File: src/rtl/i2cs_pkg.sv
package i2cs_pkg;
    typedef enum logic [2:0] {
        ST_IDLE,
        ST_DEV,
        ST_AHI,
        ST_ALO,
        ST_WR,
        ST_RD
    } phase_e;
endpackage

File: src/rtl/i2cs_sync.sv
module i2cs_sync #(
    parameter int W      = 2,
    parameter int STAGES = 2
) (
    input  logic         clk,
    input  logic         rst_n,
    input  logic [W-1:0] din,
    output logic [W-1:0] dout,
    output logic [W-1:0] dprev
);
    for (genvar g = 0; g < W; g++) begin : g_bit
        logic [STAGES:0] chain;
        always_ff @(posedge clk or negedge rst_n) begin
            if (!rst_n) chain <= '1;
            else        chain <= {chain[STAGES-1:0], din[g]};
        end
        assign dout[g]  = chain[STAGES-1];
        assign dprev[g] = chain[STAGES];
    end
endmodule

File: src/rtl/i2cs_cond.sv
module i2cs_cond (
    input  logic scl,
    input  logic scl_p,
    input  logic sda,
    input  logic sda_p,
    output logic start_ev,
    output logic stop_ev,
    output logic scl_rise,
    output logic scl_fall
);
    always_comb begin
        scl_rise = scl & ~scl_p;
        scl_fall = ~scl & scl_p;
        start_ev = scl & scl_p & sda_p & ~sda;
        stop_ev  = scl & scl_p & ~sda_p & sda;
    end
endmodule

File: src/rtl/i2c_mem_slave.sv
module i2c_mem_slave #(
    parameter int ADDR_W = 15,
    parameter int CE_W   = 3,
    parameter logic [6-CE_W:0] MAIN_CODE = 4'b1010,
    parameter logic [6-CE_W:0] ID_CODE   = 4'b1011
) (
    input  logic              clk,
    input  logic              rst_n,
    input  logic              scl_i,
    input  logic              sda_i,
    input  logic [CE_W-1:0]   ce_strap_i,
    input  logic              wp_i,
    input  logic              wr_busy_i,
    input  logic [7:0]        rd_data_i,
    output logic              sda_oe_o,
    output logic [ADDR_W-1:0] addr_o,
    output logic [7:0]        wr_data_o,
    output logic              wr_strobe_o,
    output logic              rd_req_o,
    output logic              id_sel_o,
    output logic              stop_o,
    output logic              commit_o
);
    import i2cs_pkg::*;

    localparam int BITS_LAST = 7;
    localparam int ACK_SLOT  = 8;
    localparam int ACK_END   = 9;

    typedef struct packed {
        phase_e              st;
        phase_e              nxt;
        logic [3:0]          bitc;
        logic [7:0]          sh;
        logic                oe;
        logic                ack;
        logic                id;
        logic                wrote;
        logic [ADDR_W-1:0]   addr;
        logic [7:0]          wdat;
        logic                wstb;
        logic                rreq;
        logic                stp;
        logic                cmt;
    } regs_t;

    logic [1:0] sync_now, sync_prev;
    logic       scl_s, sda_s, scl_p, sda_p;
    logic       start_ev, stop_ev, scl_rise, scl_fall;

    i2cs_sync #(.W(2), .STAGES(2)) u_sync (
        .clk   (clk),
        .rst_n (rst_n),
        .din   ({scl_i, sda_i}),
        .dout  (sync_now),
        .dprev (sync_prev)
    );

    assign {scl_s, sda_s} = sync_now;
    assign {scl_p, sda_p} = sync_prev;

    i2cs_cond u_cond (
        .scl      (scl_s),
        .scl_p    (scl_p),
        .sda      (sda_s),
        .sda_p    (sda_p),
        .start_ev (start_ev),
        .stop_ev  (stop_ev),
        .scl_rise (scl_rise),
        .scl_fall (scl_fall)
    );

    regs_t q, d;
    logic [7:0] byte_b;
    logic       code_main, code_id, ce_hit;

    always_comb begin
        d        = q;
        d.wstb   = 1'b0;
        d.rreq   = 1'b0;
        d.stp    = 1'b0;
        d.cmt    = 1'b0;
        byte_b   = {q.sh[6:0], sda_s};
        code_main = (byte_b[7:CE_W+1] == MAIN_CODE);
        code_id   = (byte_b[7:CE_W+1] == ID_CODE);
        ce_hit    = (byte_b[CE_W:1] == ce_strap_i);

        // advance the address one cycle after each byte strobe
        if (q.wstb || q.rreq) d.addr = q.addr + 1'b1;

        if (stop_ev) begin
            d.st    = ST_IDLE;
            d.oe    = 1'b0;
            d.stp   = 1'b1;
            d.cmt   = q.wrote;
            d.wrote = 1'b0;
        end else if (start_ev && !wr_busy_i) begin
            d.st    = ST_DEV;
            d.nxt   = ST_DEV;
            d.bitc  = '0;
            d.oe    = 1'b0;
            d.wrote = 1'b0;
        end else if (q.st != ST_IDLE) begin
            if (scl_rise) begin
                if (q.bitc < 4'(ACK_SLOT)) begin
                    d.sh   = byte_b;
                    d.bitc = q.bitc + 1'b1;
                    if (q.bitc == 4'(BITS_LAST)) begin
                        d.ack = 1'b1;
                        d.nxt = q.st;
                        case (q.st)
                            ST_DEV: begin
                                if ((code_main || code_id) && ce_hit) begin
                                    d.id  = code_id;
                                    d.nxt = byte_b[0] ? ST_RD : ST_AHI;
                                end else begin
                                    d.st  = ST_IDLE;
                                    d.ack = 1'b0;
                                end
                            end
                            ST_AHI: begin
                                d.addr = ADDR_W'({byte_b, q.addr[7:0]});
                                d.nxt  = ST_ALO;
                            end
                            ST_ALO: begin
                                d.addr = {q.addr[ADDR_W-1:8], byte_b};
                                d.nxt  = ST_WR;
                            end
                            ST_WR: begin
                                if (wp_i) begin
                                    d.ack = 1'b0;
                                end else begin
                                    d.wdat  = byte_b;
                                    d.wstb  = 1'b1;
                                    d.wrote = 1'b1;
                                end
                            end
                            default: d.ack = 1'b0;
                        endcase
                    end
                end else if (q.bitc == 4'(ACK_SLOT)) begin
                    d.bitc = 4'(ACK_END);
                    if (q.st == ST_RD && sda_s) d.nxt = ST_IDLE;
                end
            end else if (scl_fall) begin
                if (q.bitc == 4'(ACK_SLOT)) begin
                    d.oe = q.ack;
                end else if (q.bitc == 4'(ACK_END)) begin
                    d.bitc = '0;
                    d.st   = q.nxt;
                    d.oe   = 1'b0;
                    if (q.nxt == ST_RD) begin
                        d.sh   = rd_data_i;
                        d.oe   = ~rd_data_i[7];
                        d.rreq = 1'b1;
                    end
                end else if (q.st == ST_RD && q.bitc != '0) begin
                    d.oe = ~q.sh[7];
                end
            end
        end
    end

    always_ff @(posedge clk or negedge rst_n) begin
        if (!rst_n) begin
            q     <= '0;
            q.st  <= ST_IDLE;
            q.nxt <= ST_IDLE;
        end else begin
            q <= d;
        end
    end

    assign sda_oe_o    = q.oe;
    assign addr_o      = q.addr;
    assign wr_data_o   = q.wdat;
    assign wr_strobe_o = q.wstb;
    assign rd_req_o    = q.rreq;
    assign id_sel_o    = q.id;
    assign stop_o      = q.stp;
    assign commit_o    = q.cmt;
endmodule

File: config.mk
export PLATFORM = sky130hd
export DESIGN_NAME = i2c_mem_slave
export DESIGN_NICKNAME = d
export VERILOG_FILES = /design/src/rtl/i2cs_pkg.sv /design/src/rtl/i2cs_sync.sv /design/src/rtl/i2cs_cond.sv /design/src/rtl/i2c_mem_slave.sv
export SDC_FILE = /design/constraint.sdc
export NUM_CORES = 1
export LEC_CHECK = 0
export ABC_CLOCK_PERIOD_IN_PS = 2400
export BUFFER_PORTS_ARGS = -buffer_cell sky130_fd_sc_hd__buf_2
export CAP_MARGIN = 0
export CORE_UTILIZATION = 45
export DETAILED_ROUTE_END_ITERATION = 10
export PLACE_DENSITY_LB_ADDON = 0.25
export SETUP_SLACK_MARGIN = 0.02
export SLEW_MARGIN = 5
export SYNTH_ARGS = -nofsm -noshare
export SYNTH_HDL_FRONTEND = slang
export SYNTH_SLANG_ARGS = --single-unit
File: constraint.sdc
create_clock -name clk -period 2.4 [get_ports clk]
set_clock_uncertainty 0.05 [all_clocks]
set_input_delay 0.48 -clock clk [delete_from_list [all_inputs] [get_ports clk]]
set_output_delay 0.48 -clock clk [all_outputs]
set_load 0.005 [all_outputs]
==> summary.txt, run 1 <==
status - finished, final reports clean
Area Overhead vs Synth - 10.0%
post-CTS setup buffers - 0
synthesized area per cell - 10.1 um^2
WP data arrival - 2.47 ns
period utilisation layout - 96.4%
CP startpoint kind - flip-flop
Pre-Repair DR Iteration Count - 4
chip width - 88.3 um
clk sinks - 55
combinational power share - 10.8%
flop2flop setup slack - 0.09 ns
DR iter-0 viols - 180
Pint - 1.24 mW
Final nets - 385
Worst setup EP type - flip-flop
Buffers on Ports - 45
Die Ht - 88.3 um
most common flop cell mapped by yosys - dfrtp_1
core box area - 7210 um^2
leakage - 1.82 nW
Mapped Nets - 355
first-pass GRT wire length - 13.0 mm
Synth Area in Simple Gates - 19.3%
leading area contributor after synthesis - dfrtp_1
Syn. warnings - 0
worst setup path class - reg2reg
io pins - 46
antenna violations before repair - 0
dpl ws - 0.0723 ns
register area share after synthesis - 41.3%
reg-to-reg critical path endpoint - byte_b[2]
busiest grt layer - met2
CTS resizes - 0
Setup TNS - 0 ns
Hold Crit Class - in2reg
placed cell count - 453
number of CTS-inserted buffers - 5
Yosys top cell area share - 36.6%
asr flop ratio synth - 100%
Routability Congestion - 0.903
grt ovf - 0
Unique masters post-synth - 64
Root Driver - clkbuf_8
synth top area cells - dfrtp_1, buf_4, dfstp_2
DP HPWL - 5.67 mm
Cell Rows - 31
fin worst setup slack - 0.0856 ns
Seq pwr share - 57.7%
Final Non-Filler Cells - 461
final WL - 7.85 mm
vias in the first global route - 2649
Worst Hold End - u_sync.g_bit[0].chain[0]
layout cell share with drive strength beyond 1 - 30.4%
Initial Util - 46.5%
H-tree depth - 2
post-synthesis adder-cell area fraction - 2.61%
post-route ant nets - 0
Vias - 2686
compound-gate portion of the synthesized area - 14.6%
Final Hold Vio Count - 0
R2R cell count - 6
fillcell total - 688
XOR/XNOR Fraction of Synth Area - 1.05%
met2 track demand over resource - 33.9%
DRC - 0
GRT Resource Usage Total - 22.0%
n_diodes - 0
Max IR drop VDD - 258 uV
CTS tree - yes
CP Data Required Time - 2.56 ns
main combinational cell family by area after synthesis - simple AND/OR/NAND/NOR gates
hold path start - sda_i
top-count cell post-synth - dfrtp_1
Max Buffers Root-to-Sink - 2
# hold bufs at CTS - 0
Clock Pin Slew Worst Setup and Hold Paths - 0.10 ns
drt via density - 5.83
later-pin clock latency in the skew report - 0.32 ns
Setup-failing EPs final - 0
Max-cap violations - 0
commonest cells in the netlist - dfrtp_1, buf_4, nor3_1
Synth Register Bits - 55
Post-synth EDFFs - 0
area of the die - 7800 um^2
Clk pwr share - 31.4%
mux share of post-synthesis cell area - 10.8%
pin count of the biggest net entering global routing - 56
met1 usage in global routing - 30.5%
crit path time final - 2.31 ns
Pwr Density - 465 nW/um^2
RSZ-0062 raised after global routing - false
worst-margin pin slew - 0.711 ns
FF-to-FF Start - u_sync.g_bit[1].chain[2]
met3 GRT Util - 4.29%
Max Freq - 432 MHz
NetSw - 474 uW
max_slew headroom - 52.6%
Synth Instances - 331
hold path depth - 1
Sw Share - 27.7%
wire per inst - 17.0 um
Synth Cell Area - 3350 um^2
crit-path max FO - 8
Critical Path Start - u_sync.g_bit[1].chain[2]
fin. max-slew vios - 0
==> power by group through the flow <==
stage	Clock (mW)	Sequential (mW)	Combinational, mW
after detailed placement	0	1.01	0.185
after floorplan	0	0.987	0.127
after global routing	0.599	0.995	0.210
final	0.539	0.990	0.186
after global placement	0	1.01	0.181
after CTS	0.566	0.989	0.187
==> logic make-up (layout without fill, tap and decap cells) <==
logic type | Yosys count | in the layout
simple gates | 108 | 108
compound gates | 65 | 65
buf+inv | 61 | 92
flops | 55 | 55
mux | 31 | 31
fa+ha+maj | 7 | 7
xor+xnor | 4 | 4
==> worst max path at each step <==
stage	to	slack, ns	depth (start not counted)
2_1_floorplan	byte_b[1]	0.09	9
3_3_place_gp	byte_b[2]	0.1	6
3_5_place_dp	byte_b[2]	0.07	6
6_report	byte_b[2]	0.09	6
5_1_grt	byte_b[1]	0.02	6
4_1_cts	byte_b[2]	0.05	6
==> per-stage QoR <==
step	utilization [%]	hold slack [ns]	total power [mW]	area, um^2
final	51.1	0.204	1.71	3690
after global routing	51.1	0.187	1.80	3690
after CTS	51.1	0.188	1.74	3690
after detailed placement	49.8	0.298	1.19	3590
after global placement	49.8	0.296	1.19	3590
after floorplan	-	0.134	1.11	3350
==> flip-flops by register name, indices dropped and copies added, names as in the netlist, 6 cells and up <==
signal,count
u_sync.g_bit.chain,6
wr_data_o,8
byte_b,7
addr_o,15
q,13
==> placed cells by master, fill, tap and decap left out, drive strengths merged, types with 9 or more instances in the layout <==
cell type / n
inv: 17
mux2: 19
dfrtp: 49
buf: 67
nand3: 9
a21oi: 10
a22o: 9
nor3: 20
mux2i: 12
nand2: 9
nor2: 14
==> worst max-delay path, stage by stage (launching register included) <==
cell and delay [ns]:
dfstp_2 0.55, inv_1 0.04, ha_1 0.25, and4bb_1 0.32, nand2_2 0.06, a2111o_2 0.60, mux2_4 0.34
==> area by class of cell <==
class / count / area (um^2) / share of cell area (%)
clock inverter: 3 / 25.0 / 0.679
clock buffer: 5 / 68.8 / 1.87
multi-input combinational: 215 / 1620 / 43.9
tap: 99 / 124 / 3.36
timing repair buffer: 67 / 403 / 10.9
sequential: 55 / 1380 / 37.5
inverter: 17 / 63.8 / 1.73
==> metal layers <==
| metal | vias up | routed length [um] |
|---|---|---|
| met2 | 93 | 3600 |
| met4 | 0 | 153 |
| met5 | - | 0 |
| met3 | 14 | 426 |
| met1 | 1307 | 3680 |
| li1 | 1272 | - |
(Power assumes the default switching activity.)
==> run 2: changes to the inputs <==
Settings changed: CORE_MARGIN from default to 3.
==> run 2 against run 1 <==
Register-to-register slack better by 0.02 ns. Utilization is 1.5 points higher. Critical path depth stayed put. Critical path type unchanged. Sequential power is 0.5% higher. Fmax is 1.0% higher. Routed wire length is 0.85% higher. Clock power is 21% higher.
==> summary.txt, run 2 (synthesis results as in run 1) <==
Clock Pin Slew Worst Setup and Hold Paths - 0.11 ns
Vias - 2663
CTS tree - yes
worst setup path class - reg2reg
period utilisation layout - 95.5%
Crit path max-delay family - flip-flops
max_slew headroom - 53.0%
max reg flops - 15
status - finished, final reports clean
Cell Rows - 30
FF-to-FF Start - u_sync.g_bit[1].chain[2]
clk sinks - 55
R2R cell count - 6
Sw Share - 25.0%
WP data arrival - 2.44 ns
worst-margin pin slew - 0.702 ns
Final Hold Vio Count - 0
antenna violations before repair - 0
Max IR drop VDD - 395 uV
DP HPWL - 5.80 mm
number of CTS-inserted buffers - 5
most frequent cells in the layout - dfrtp_1, buf_2, nor3_1
CP Cell Sequence - inv_1 > ha_1 > and4bb_1 > nand2_2 > a2111o_2 > mux2_4
Max-cap violations - 0
Worst path depth - 6
final core area utilization - 52.6%
final WL - 7.92 mm
CP Data Required Time - 2.55 ns
CP endpoint - byte_b[5]
chip width - 92.3 um
post-CTS setup buffers - 0
Initial Util - 47.8%
slowest CP cell - dfstp_2
first-pass GRT wire length - 13.3 mm
leading cell type in the layout, fill and taps excluded - dfrtp_1
Die Ht - 92.3 um
cell area after placement - 3560 um^2
leakage - 1.78 nW
Final nets - 379
wire per inst - 17.5 um
RSZ-0062 raised after global routing - true
NetSw - 455 uW
post-route ant nets - 0
Pre-Repair DR Iteration Count - 5
delay of the slowest cell on the worst path - 0.56 ns
grt ovf - 0
drt via density - 5.89
CP startpoint kind - flip-flop
Buffers on Ports - 45
H-tree depth - 2
design area - 3690 um^2
combinational power share - 9.6%
reg-to-reg critical path endpoint - byte_b[5]
Setup TNS - 0 ns
io pins - 46
layout cell share with drive strength beyond 1 - 30.1%
Area Overhead vs Synth - 10.2%
Seq pwr share - 54.6%
dpl ws - 0.0586 ns
area of the die - 8520 um^2
DR iter-0 viols - 216
Setup-failing EPs final - 0
core box area - 7020 um^2
n_diodes - 0
Worst setup EP type - flip-flop
fin. max-slew vios - 0
crit path time final - 2.29 ns
crit-path max FO - 8
Root Driver - clkbuf_8
vias in the first global route - 2594
Clk pwr share - 35.7%
placed cell count - 444
Routability Congestion - 0.902
Max Freq - 436 MHz
later-pin clock latency in the skew report - 0.31 ns
Final Non-Filler Cells - 452
FF+latch area - 1380 um^2
Critical Path Start - u_sync.g_bit[1].chain[2]
Hold Crit Class - in2async
Pint - 1.37 mW
flop2flop setup slack - 0.11 ns
GRT Resource Usage Total - 19.5%
pin count of the biggest net entering global routing - 34
fillcell total - 649
Worst Path Buf+Inv - 1
Multi-input gate area - 1640 um^2
DRC - 0
Max Buffers Root-to-Sink - 2
Pwr Density - 493 nW/um^2
fin worst setup slack - 0.109 ns
-- run 2: worst min path at each step --
stage	start	end	slack (ns)	depth (start not counted)
2_1_floorplan	rst_n	addr_o[0]	0.13	0
3_3_place_gp	u_sync.g_bit[0].chain[0]	u_sync.g_bit[0].chain[1]	0.30	0
3_5_place_dp	u_sync.g_bit[1].chain[0]	u_sync.g_bit[1].chain[1]	0.30	0
4_1_cts	rst_n	addr_o[7]	0.1	1
5_1_grt	rst_n	addr_o[7]	0.12	1
6_report	rst_n	addr_o[7]	0.08	1
-- run 2: what timing repair did --
action | 4_1_cts | 5_1_grt
hold buffers | 0 | 0
resized for setup | 0 | 5
setup endpoints to repair | 0 | 16
-- run 2: cell type report --
| type | instances | share of cell area [%] |
|---|---|---|
| multi-input cells | 215 | 44.4 |
| repair buffers | 61 | 10.0 |
| inverters | 17 | 1.73 |
| well taps | 96 | 3.25 |
| clock buffers | 6 | 2.24 |
| clock inverters | 2 | 0.948 |
| flip-flops and latches | 55 | 37.5 |
-- run 2: stage by stage --
stage	hold WS [ns]	total power, mW
2_1_floorplan	0.134	1.11
3_3_place_gp	0.297	1.18
3_5_place_dp	0.297	1.19
4_1_cts	0.0984	1.84
5_1_grt	0.123	1.90
6_report	0.0782	1.82
-- run 2: layer usage --
metal  track usage, %  vias up  share of wire [%]
li1                 -     1256                  -
met1             29.3     1308                 49
met2             28.9       90                 45
met3             3.01        9                4.8
met4             6.19        0                1.3
met5                0        -                  0
-- run 2: power by group through the flow --
stage / clock network (mW) / registers (mW) / logic [mW]
after global routing: 0.699 / 1.00 / 0.198
after detailed placement: 0 / 1.01 / 0.175
final: 0.651 / 0.995 / 0.175
after global placement: 0 / 1.01 / 0.173
after floorplan: 0 / 0.987 / 0.127
after CTS: 0.667 / 0.994 / 0.176
